$ cat src/rtl/pio_keyscan_pkg.sv
// Shared constants for the port block: register map, pin roles, flag order.
package pio_keyscan_pkg;
    localparam int FLAG_N        = 6;
    localparam int FL_RISE_A     = 0;   // D2 rising
    localparam int FL_FALL_A     = 1;   // D3 falling
    localparam int FL_RISE_B     = 2;   // D4 rising
    localparam int FL_FALL_B     = 3;   // D5 falling
    localparam int FL_KEY        = 4;   // any key pin falling
    localparam int FL_CMP        = 5;   // comparator result rising

    localparam int PORT_BASE     = 'h10;
    localparam int PORT_STRIDE   = 8;
    localparam int CTL_OFFSET    = 4;
    localparam int ADDR_KEY_IN   = 'h28;
    localparam int ADDR_KEY_PU   = 'h29;
    localparam int ADDR_CMP_CTL  = 'h2A;
    localparam int ADDR_FLAGS    = 'h2B;

    localparam int EDGE_PORT     = 1;   // port D carries the edge sources
    localparam int BIT_RISE_A    = 2;
    localparam int BIT_FALL_A    = 3;
    localparam int BIT_CMP_LO    = 4;   // rising source, comparator input
    localparam int BIT_CMP_HI    = 5;   // falling source, comparator input
endpackage

$ cat src/rtl/pio_sync_edge.sv
// Two-flop synchroniser followed by a level-qualified edge detector.
// Assumes raw inputs are asynchronous; an edge is reported only when the
// previous two synchronised samples both held the opposite level.
module pio_sync_edge #(
    parameter int W = 8
) (
    input  logic         clk,
    input  logic         rst_n,
    input  logic [W-1:0] raw,
    output logic [W-1:0] level,
    output logic [W-1:0] rise,
    output logic [W-1:0] fall
);
    logic [W-1:0] meta_q, lvl_q, h1_q, h2_q;

    // Shift the raw value through the sync chain and the history stages.
    always_ff @(posedge clk) begin
        if (!rst_n) begin
            meta_q <= '0;
            lvl_q  <= '0;
            h1_q   <= '0;
            h2_q   <= '0;
        end else begin
            meta_q <= raw;
            lvl_q  <= meta_q;
            h1_q   <= lvl_q;
            h2_q   <= h1_q;
        end
    end

    assign level = lvl_q;
    assign rise  = lvl_q & ~h1_q & ~h2_q;
    assign fall  = ~lvl_q & h1_q & h2_q;
endmodule

$ cat src/rtl/pio_bidir_port.sv
// One bidirectional port: data and direction registers plus read-back mux.
// Assumes pin_level is already synchronised; force_off masks drivers that
// another function has taken over, and such pins read as inputs.
module pio_bidir_port #(
    parameter int                W         = 8,
    parameter int                ADDR_W    = 8,
    parameter logic [ADDR_W-1:0] DATA_ADDR = '0,
    parameter logic [ADDR_W-1:0] CTL_ADDR  = '0
) (
    input  logic              clk,
    input  logic              rst_n,
    input  logic              bus_wr,
    input  logic [ADDR_W-1:0] bus_addr,
    input  logic [W-1:0]      bus_wdata,
    input  logic [W-1:0]      pin_level,
    input  logic [W-1:0]      force_off,
    output logic [W-1:0]      pin_out,
    output logic [W-1:0]      pin_oe,
    output logic [W-1:0]      rdata
);
    logic [W-1:0] data_q, dir_q, eff_dir;

    // Capture software writes to the data and direction registers.
    always_ff @(posedge clk) begin
        if (!rst_n) begin
            data_q <= '0;
            dir_q  <= '0;
        end else if (bus_wr) begin
            if (bus_addr == DATA_ADDR) data_q <= bus_wdata;
            if (bus_addr == CTL_ADDR)  dir_q  <= bus_wdata;
        end
    end

    assign eff_dir = dir_q & ~force_off;
    assign pin_out = data_q;
    assign pin_oe  = eff_dir;

    // Select read-back: latched bits for outputs, pin level for inputs.
    always_comb begin
        rdata = '0;
        if (bus_addr == DATA_ADDR)     rdata = (data_q & eff_dir) | (pin_level & ~eff_dir);
        else if (bus_addr == CTL_ADDR) rdata = dir_q;
    end
endmodule

$ cat src/rtl/pio_irq_flags.sv
// Sticky interrupt flags with write-one-to-clear; a set beats a clear.
module pio_irq_flags #(
    parameter int N = 6
) (
    input  logic         clk,
    input  logic         rst_n,
    input  logic [N-1:0] set_i,
    input  logic [N-1:0] clr_i,
    output logic [N-1:0] flags
);
    logic [N-1:0] flags_q;

    // Hold each flag until cleared, giving new events priority.
    always_ff @(posedge clk) begin
        if (!rst_n) flags_q <= '0;
        else        flags_q <= (flags_q & ~clr_i) | set_i;
    end

    assign flags = flags_q;
endmodule

$ cat src/rtl/pio_keyscan.sv
// Top of the port block: bidirectional ports, key-scan port with pull-ups,
// fixed-polarity edge interrupts and the comparator hand-over of D4/D5.
// Assumes a single clock; all pad inputs are asynchronous.
module pio_keyscan
    import pio_keyscan_pkg::*;
#(
    parameter int PORT_W  = 8,
    parameter int N_BIDIR = 3,
    parameter int ADDR_W  = 8
) (
    input  logic                      clk,
    input  logic                      rst_n,
    input  logic                      bus_wr,
    input  logic [ADDR_W-1:0]         bus_addr,
    input  logic [PORT_W-1:0]         bus_wdata,
    output logic [PORT_W-1:0]         bus_rdata,
    input  logic [N_BIDIR*PORT_W-1:0] pin_in,
    output logic [N_BIDIR*PORT_W-1:0] pin_out,
    output logic [N_BIDIR*PORT_W-1:0] pin_oe,
    input  logic [PORT_W-1:0]         key_in,
    input  logic [PORT_W-1:0]         key_driven,
    input  logic                      cmp_result,
    output logic                      cmp_enable,
    output logic [FLAG_N-1:0]         irq_pend
);
    localparam int                NB       = N_BIDIR * PORT_W;
    localparam int                DB       = EDGE_PORT * PORT_W;
    localparam logic [ADDR_W-1:0] A_KEY    = ADDR_W'(ADDR_KEY_IN);
    localparam logic [ADDR_W-1:0] A_PU     = ADDR_W'(ADDR_KEY_PU);
    localparam logic [ADDR_W-1:0] A_CMP    = ADDR_W'(ADDR_CMP_CTL);
    localparam logic [ADDR_W-1:0] A_FLAGS  = ADDR_W'(ADDR_FLAGS);

    logic [NB-1:0]     bid_lvl, bid_rise, bid_fall;
    logic [PORT_W-1:0] key_eff, key_lvl, key_rise, key_fall;
    logic              cmp_lvl, cmp_rise, cmp_fall;
    logic [PORT_W-1:0] pu_q;
    logic              cmp_q;
    logic [PORT_W-1:0] cmp_mask;
    logic [PORT_W-1:0] port_rd [N_BIDIR];
    logic [FLAG_N-1:0] set_v, clr_v, flags;

    // Undriven key pins read high where their pull-up is enabled.
    assign key_eff = key_in | (~key_driven & pu_q);

    pio_sync_edge #(.W(NB)) u_bid_sync (
        .clk(clk), .rst_n(rst_n), .raw(pin_in),
        .level(bid_lvl), .rise(bid_rise), .fall(bid_fall)
    );

    pio_sync_edge #(.W(PORT_W)) u_key_sync (
        .clk(clk), .rst_n(rst_n), .raw(key_eff),
        .level(key_lvl), .rise(key_rise), .fall(key_fall)
    );

    pio_sync_edge #(.W(1)) u_cmp_sync (
        .clk(clk), .rst_n(rst_n), .raw(cmp_result),
        .level(cmp_lvl), .rise(cmp_rise), .fall(cmp_fall)
    );

    // Build the driver mask for the pins the comparator owns.
    always_comb begin
        cmp_mask             = '0;
        cmp_mask[BIT_CMP_LO] = cmp_q;
        cmp_mask[BIT_CMP_HI] = cmp_q;
    end

    for (genvar p = 0; p < N_BIDIR; p++) begin : g_port
        localparam logic [ADDR_W-1:0] DA = ADDR_W'(PORT_BASE + p * PORT_STRIDE);
        localparam logic [ADDR_W-1:0] CA = ADDR_W'(PORT_BASE + p * PORT_STRIDE + CTL_OFFSET);
        logic [PORT_W-1:0] force_v;
        assign force_v = (p == EDGE_PORT) ? cmp_mask : '0;

        pio_bidir_port #(
            .W(PORT_W), .ADDR_W(ADDR_W), .DATA_ADDR(DA), .CTL_ADDR(CA)
        ) u_port (
            .clk(clk), .rst_n(rst_n), .bus_wr(bus_wr), .bus_addr(bus_addr),
            .bus_wdata(bus_wdata),
            .pin_level(bid_lvl[p*PORT_W +: PORT_W]),
            .force_off(force_v),
            .pin_out(pin_out[p*PORT_W +: PORT_W]),
            .pin_oe(pin_oe[p*PORT_W +: PORT_W]),
            .rdata(port_rd[p])
        );
    end

    // Capture the pull-up enables and the comparator enable.
    always_ff @(posedge clk) begin
        if (!rst_n) begin
            pu_q  <= '0;
            cmp_q <= 1'b0;
        end else if (bus_wr) begin
            if (bus_addr == A_PU)  pu_q  <= bus_wdata;
            if (bus_addr == A_CMP) cmp_q <= bus_wdata[0];
        end
    end

    // Gather interrupt events; comparator ownership gates D4/D5 sources.
    always_comb begin
        set_v            = '0;
        set_v[FL_RISE_A] = bid_rise[DB + BIT_RISE_A];
        set_v[FL_FALL_A] = bid_fall[DB + BIT_FALL_A];
        set_v[FL_RISE_B] = bid_rise[DB + BIT_CMP_LO] & ~cmp_q;
        set_v[FL_FALL_B] = bid_fall[DB + BIT_CMP_HI] & ~cmp_q;
        set_v[FL_KEY]    = |key_fall;
        set_v[FL_CMP]    = cmp_rise & cmp_q;
        clr_v            = (bus_wr && bus_addr == A_FLAGS) ? bus_wdata[FLAG_N-1:0] : '0;
    end

    pio_irq_flags #(.N(FLAG_N)) u_flags (
        .clk(clk), .rst_n(rst_n), .set_i(set_v), .clr_i(clr_v), .flags(flags)
    );

    // Merge read data from every register source.
    always_comb begin
        bus_rdata = '0;
        for (int p = 0; p < N_BIDIR; p++) bus_rdata = bus_rdata | port_rd[p];
        if (bus_addr == A_KEY)   bus_rdata = key_lvl;
        if (bus_addr == A_PU)    bus_rdata = pu_q;
        if (bus_addr == A_CMP)   bus_rdata = PORT_W'(cmp_q);
        if (bus_addr == A_FLAGS) bus_rdata = PORT_W'(flags);
    end

    assign cmp_enable = cmp_q;
    assign irq_pend   = flags;

    // The falling edges of the comparator path and the rising edges of the
    // key path have no consumer.
    logic unused_ok;
    assign unused_ok = &{1'b0, cmp_lvl, cmp_fall, key_rise};
endmodule

$ cat config.mk
export PLATFORM = sky130hd
export DESIGN_NAME = pio_keyscan
export DESIGN_NICKNAME = d
export VERILOG_FILES = /design/src/rtl/pio_keyscan_pkg.sv /design/src/rtl/pio_sync_edge.sv /design/src/rtl/pio_bidir_port.sv /design/src/rtl/pio_irq_flags.sv /design/src/rtl/pio_keyscan.sv
export SDC_FILE = /design/constraint.sdc
export NUM_CORES = 1
export LEC_CHECK = 0
export ABC_AREA = 1
export CORE_UTILIZATION = 40
export DETAILED_ROUTE_END_ITERATION = 10
export DONT_BUFFER_PORTS = 1
export PLACE_DENSITY = 0.55
export SKIP_LAST_GASP = 1
export SLEW_MARGIN = 20
export SYNTH_ARGS = -nofsm -noshare
export SYNTH_HDL_FRONTEND = slang
export SYNTH_SLANG_ARGS = --single-unit
$ cat constraint.sdc
create_clock -name clk -period 2.2 [get_ports clk]
set_clock_uncertainty 0.1 [all_clocks]
set_input_delay 0.44 -clock clk [delete_from_list [all_inputs] [get_ports clk]]
set_output_delay 0.44 -clock clk [all_outputs]
set_load 0.01 [all_outputs]
* After elaboration in Yosys (flattened, before gate mapping)
Index checks and enable logic that the tools add are counted.
** Cells by class
- $add $sub $neg :: 0
- Multipliers :: 0
- Div/mod/pow operators :: 0
- Order comparisons :: 0
- Eq/ne operators :: 10
- Shifts and indexed selects :: 0
- Muxes and demuxes :: 11
- Bitwise logic cells :: 40
- Reduce and logical (&&, ||, !) cells :: 10
** Operator list (count)
- $and 8x8->8 :: 10
- $mux 8 :: 10
- $eq 8x6->1 const B :: 6
- $or 8x8->8 :: 6
- $not 8->8 :: 5
- $eq 8x5->1 const B :: 4
- $and 14x14->14 :: 2
- $and 13x13->13 :: 2
- $not 13->13 :: 2
- $reduce_and 2->1 :: 8
- $not 14->14 :: 1
- $not 6->8 :: 1
- $reduce_or 8->1 :: 1
- $and 6x6->6 :: 1
- $mux 6 :: 1
- $not 6->6 :: 1
- $or 6x6->6 :: 1
- $and 1x1->1 :: 5
- $not 1->1 :: 3
- $logic_and 1x1->1 :: 1
** Word-level totals
- Bits in registers :: 175
- Bits in latches :: 0
- Memory bits (writable) :: 0
- ROM bits :: 0
- Input bits :: 60
- Output and inout port bits :: 63
- Memories :: 0

* Longest topological paths before layout
- Word-level depth :: 12
- Mapped depth :: 12
- Gate-level depth less buffers :: 11

* Cells and area by module
A second synthesis with hierarchy kept.
** Second synthesis, totals
- Cells, all modules :: 1333
- Area, all modules :: 9191.3 um^2
** By module, submodules not included
- pio_sync_edge (u_bid_sync) :: instances 1, cells each 419, area each 3210.6 um^2, seq. area each 1921.8 um^2
- pio_bidir_port (g_port[0].u_port ...) :: instances 2, cells each 188, area each 1232.4 um^2, seq. area each 320.3 um^2
- pio_bidir_port (g_port[1].u_port) :: instances 1, cells each 190, area each 1124.8 um^2, seq. area each 320.3 um^2
- pio_sync_edge (u_key_sync) :: instances 1, cells each 139, area each 1064.8 um^2, seq. area each 640.6 um^2
- pio_keyscan :: instances 1, cells each 161, area each 973.4 um^2, seq. area each 180.2 um^2
- pio_irq_flags :: instances 1, cells each 31, area each 221.5 um^2, seq. area each 120.1 um^2
- pio_sync_edge (u_cmp_sync) :: instances 1, cells each 17, area each 131.4 um^2, seq. area each 80.1 um^2

* Least setup slack after synthesis
Ideal clock, no wire load.
- Path type :: input -> output
- From :: in bus_addr[5]
- To :: out bus_rdata[1]
- Data arrival time :: 1.370 ns
- Data required time :: 1.660 ns
- Setup slack :: 0.290 ns
- Stages on the path :: 11
- Buffers on the path :: 2
- Cell sequence :: inv_1 nand2_1 nor2_4 buf_6 buf_4 nand3_1 o21ai_0 nor2_1 nand3_1 nand2_1 nand2_1
** Between the ends
- Word-level cells in the longest chain between the ends :: 9
- Elaborated cells on any way between the ends :: 22
- Those cells by class :: 10 x eq/ne; 10 x mux; 2 x bitwise
** RTL lines
- start, declared :: line pio_keyscan.sv:14 : input logic [ADDR_W-1:0] bus_addr,
- $eq 8x5->1 :: line pio_bidir_port.sv:42 : else if (bus_addr == CTL_ADDR) rdata = dir_q;
- $mux 8 :: line pio_bidir_port.sv:42
- $mux 8 :: line pio_bidir_port.sv:41 : if (bus_addr == DATA_ADDR) rdata = (data_q & eff_dir) | (pin_level & ~eff_dir);
- $or 8x8->8 (2 in series) :: line pio_keyscan.sv:116 : for (int p = 0; p < N_BIDIR; p++) bus_rdata = bus_rdata | port_rd[p];
- $mux 8 :: line pio_keyscan.sv:117 : if (bus_addr == A_KEY) bus_rdata = key_lvl;
- $mux 8 :: line pio_keyscan.sv:118 : if (bus_addr == A_PU) bus_rdata = pu_q;
- $mux 8 :: line pio_keyscan.sv:119 : if (bus_addr == A_CMP) bus_rdata = PORT_W'(cmp_q);
- $mux 8 (*) :: line pio_keyscan.sv:120 : if (bus_addr == A_FLAGS) bus_rdata = PORT_W'(flags);
- end, declared :: line pio_keyscan.sv:16 : output logic [PORT_W-1:0] bus_rdata,
Mark *: on every way between the ends. The rest lies on a longest branch, timed or not.

* Worst setup path after layout
- From :: reg g_port[0].u_port.dir_q[6]
- To :: out bus_rdata[6]
** Between the ends
- Word-level cells in the longest chain between the ends :: 10
- Elaborated cells on any way between the ends :: 12
- Those cells by class :: 6 x mux; 6 x bitwise
** RTL lines
- start, declared :: line pio_bidir_port.sv:21 : logic [W-1:0] data_q, dir_q, eff_dir;
- start signal, assigned :: line pio_bidir_port.sv:30 : if (bus_addr == CTL_ADDR) dir_q <= bus_wdata;
- $not 8->8 :: line pio_bidir_port.sv:41
- $and 8x8->8 :: line pio_bidir_port.sv:41
- $or 8x8->8 :: line pio_bidir_port.sv:41
- $mux 8 (*) :: line pio_bidir_port.sv:41
- $or 8x8->8 (*) (2 in series) :: line pio_keyscan.sv:116
- $mux 8 (*) :: line pio_keyscan.sv:117
- $mux 8 (*) :: line pio_keyscan.sv:118
- $mux 8 (*) :: line pio_keyscan.sv:119
- $mux 8 (*) :: line pio_keyscan.sv:120
Marks and branches as above.

==> results.py <==
metrics = {
    "global_routing": {
        "grt_pass1_vias": 4633,
        "grt.overflow.total": 0,
        "antenna_found_initial": 0,
        "grt_max_degree": 144,
        "grt_use_total_pct": 21.0,
        "grt_pass1_wl_um": 24900,
    },
    "cts": {
        "clk_latency_ns": 0.42,
        "htreeDepth": 4,
        "clock-sinks": 155,
        "clock_path_buffers": 2,
        "numCtsBuffers": 17,
        "root_buffer": "clkbuf_16",
        "cts.reportedPaths.clkPinSlew_ns": 0.06,
        "tritoncts": "done",
    },
    "die": {
        "die_area_mm2": 0.0161,
        "core_mm2": 0.0152,
        "rows": 45,
        "die_w_um": 127,
        "start_util_pct": 41.1,
        "fp.dieH_um": 127,
        "io_pins": 123,
    },
    "sta": {
        "setup_tns_ns": 0,
        "drv_slew": 0,
        "finalCriticalPeriod_ns": 2.14,
        "finalSetupViolCount": 0,
        "slew_headroom_pct": 60.8,
        "hold_viol_final": 0,
        "fmax_ghz": 0.468,
        "rsz0062_at_grt": "true",
        "fin_crit_sh_pct": 97.2,
        "worstMarginPinSlew_ns": 0.586,
    },
    "layout": {
        "drive_gt1_share_pct": 14.8,
        "area_delta_synth_final_pct": 13.3,
        "utilization_pct": 46.6,
        "final_net_count": 878,
        "insertedDiodeCount": 0,
    },
    "setup_path": {
        "path_max_fanout": 4,
        "rrSetupSlack_ns": 1.04,
        "arrival_ns": 1.60,
        "cp.required_ns": 1.66,
        "start_kind": "flip-flop",
        "cp-end-kind": "primary output",
        "path_class": "flip-flop to primary output",
    },
    "yosys": {
        "synth_area_mm2": 0.00625,
        "yosys_warnings": 0,
        "yosysSeqAreaShare_pct": 49.6,
        "yosys-top-cells-area": "dfxtp_1 50%, nand2_1 12%, inv_1 9.0%, o21ai_0 6.1%, a21oi_1 5.2%",
        "yosysTopAreaCellShare_pct": 49.6,
        "ys_ff_latch": 155,
        "yosysUniqueCellTypes": 34,
        "synth_nets": 878,
        "synthCells": 818,
        "avgSynthCellArea_um2": 7.64,
        "yosys.area.top_type": "dfxtp_1",
    },
    "min_path": {
        "hp-class": "input pin to flip-flop",
    },
    "detailed_routing": {
        "drc": 0,
        "drtPass1Iterations": 5,
        "wl_um": 16200,
        "post_drt_wl_per_cell_um": 15.9,
        "vias": 5005,
        "viasPerCell": 4.91,
        "drtIter0Drc": 312,
        "final_antenna_net_count": 0,
    },
    "place": {
        "io_buffers": 0,
        "dp_hpwl_um": 12000,
        "place.gp.congestion": 0.874,
    },
    "outcome": {
        "status": "completed",
    },
    "power_and_ir_drop": {
        "ir_drop_v": 0.000547,
        "p_per_area_mw_per_mm2": 847,
        "p_leak_uw": 0.00352,
    },
    "job": {
        "maxCapViolCount": 0,
    },
}
==> logic make-up (layout without fill, tap and decap cells) <==
group | after synthesis | after routing | synth area share, %
AND/OR/NAND/NOR | 313 | 313 | 23.9
flip-flops | 155 | 155 | 49.6
buffers and inverters | 192 | 205 | 13.1
multiplexers | 1 | 1 | 0.160
AO/OA/AOI/OAI | 157 | 157 | 13.2
==> Yosys cell counts, drive strengths merged <==
cell type,count
o2111ai,1
clkbuf,9
mux2i,1
a21oi,69
buf,24
nand3b,4
inv,159
nand4,4
nor4,1
nor2,51
nor3,5
o21ai,86
or3b,1
dfxtp,155
nand3,34
o21a,1
nand2,213
==> layout by cell type (no fill, tap or decap), types with 3 or more instances in the layout <==
cell             n
nor2_1          35
clkbuf_8         4
inv_1          146
nor3_1           3
dfxtp_1        135
dfxtp_2         14
dfxtp_4          6
inv_2           11
buf_4            8
clkinv_2         3
nor2_8           6
nand4_1          4
nand2_2         13
nand2_4          5
a21oi_1         65
clkinvlp_4       3
o21ai_1         12
o21ai_2          4
nand2_1        194
a21oi_2          4
nand3b_1         4
nor2_2           4
nor2_4           6
dlygate4sd3_1    5
o21ai_0         70
nand3_1         31
clkbuf_16       17
==> metrics by stage <==
step           std cells  cell area, um2  power [uW]  hold slack (ns)  worst slack (ns)
2_1_floorplan        818            6250        3130            0.290             0.290
3_3_place_gp         981            6340        3160            0.294            0.0798
3_5_place_dp         981            6340        3160            0.298            0.0517
4_1_cts             1018            6990        6070         0.000447           0.00760
5_1_grt             1019            7080        6210          0.00609           -0.0636
6_report            1019            7080        5990           0.0171            0.0621
==> what timing repair did <==
item	CTS	global route
gates resized for setup	9	44
pin swaps	1	10
hold endpoints to repair	3	0
buffers inserted	0	1
hold buffers	5	0
setup endpoints to repair	7	8
==> cell type report <==
cell class	count	area, um2
Sequential cell	155	3140
Timing Repair Buffer	14	130
Clock buffer	22	484
Clock inverter	10	115
Tap cell	188	235
Inverter	159	602
Multi-Input combinational cell	471	2370
Fill cell	1543	8120
==> routing by layer <==
layer / track usage, % / wire, um / vias up
li1: - / - / 2518
met1: 25.4 / 7110 / 2294
met2: 33.2 / 7330 / 166
met3: 7.62 / 1330 / 27
met4: 9.87 / 423 / 0
met5: 0 / 0 / -
==> sequential cells by signal, indices dropped and copies added (netlist names), 4 cells and up <==
register and count:
g_port.u_port.dir_q 24, g_port.u_port.pin_out 24, pu_q 8, u_bid_sync.h1_q 4, u_bid_sync.h2_q 4, u_bid_sync.level 24
u_bid_sync.meta_q 24, u_flags.flags 6, u_key_sync.h1_q 8, u_key_sync.h2_q 8, u_key_sync.level 8, u_key_sync.meta_q 8
==> critical path: stages (launching register included) <==
cell and delay (ns):
dfxtp_2 0.38, inv_1 0.09, nand2_1 0.06, nand2_1 0.07, nand3_1 0.08, o21ai_0 0.08, nor2_1 0.18, nand4_1 0.25
==> worst paths after layout <==
check                                                from                     to  cells past startpoint
worst max register to register       u_bid_sync.level[10]       u_flags.flags[0]                      2
worst max-delay path            g_port[0].u_port.dir_q[6]           bus_rdata[6]                      7
worst min-delay path                           pin_in[17]  u_bid_sync.meta_q[17]                      2
worst min register to register          u_cmp_sync.meta_q       u_cmp_sync.level                      2
==> power breakdown <==
group,total [uW],switching [uW],internal (uW)
sequential,2900,31.8,2870
combinational,193,129,64.1
clock,2900,1110,1790
Note: power is estimated with default switching activity, not from simulation.
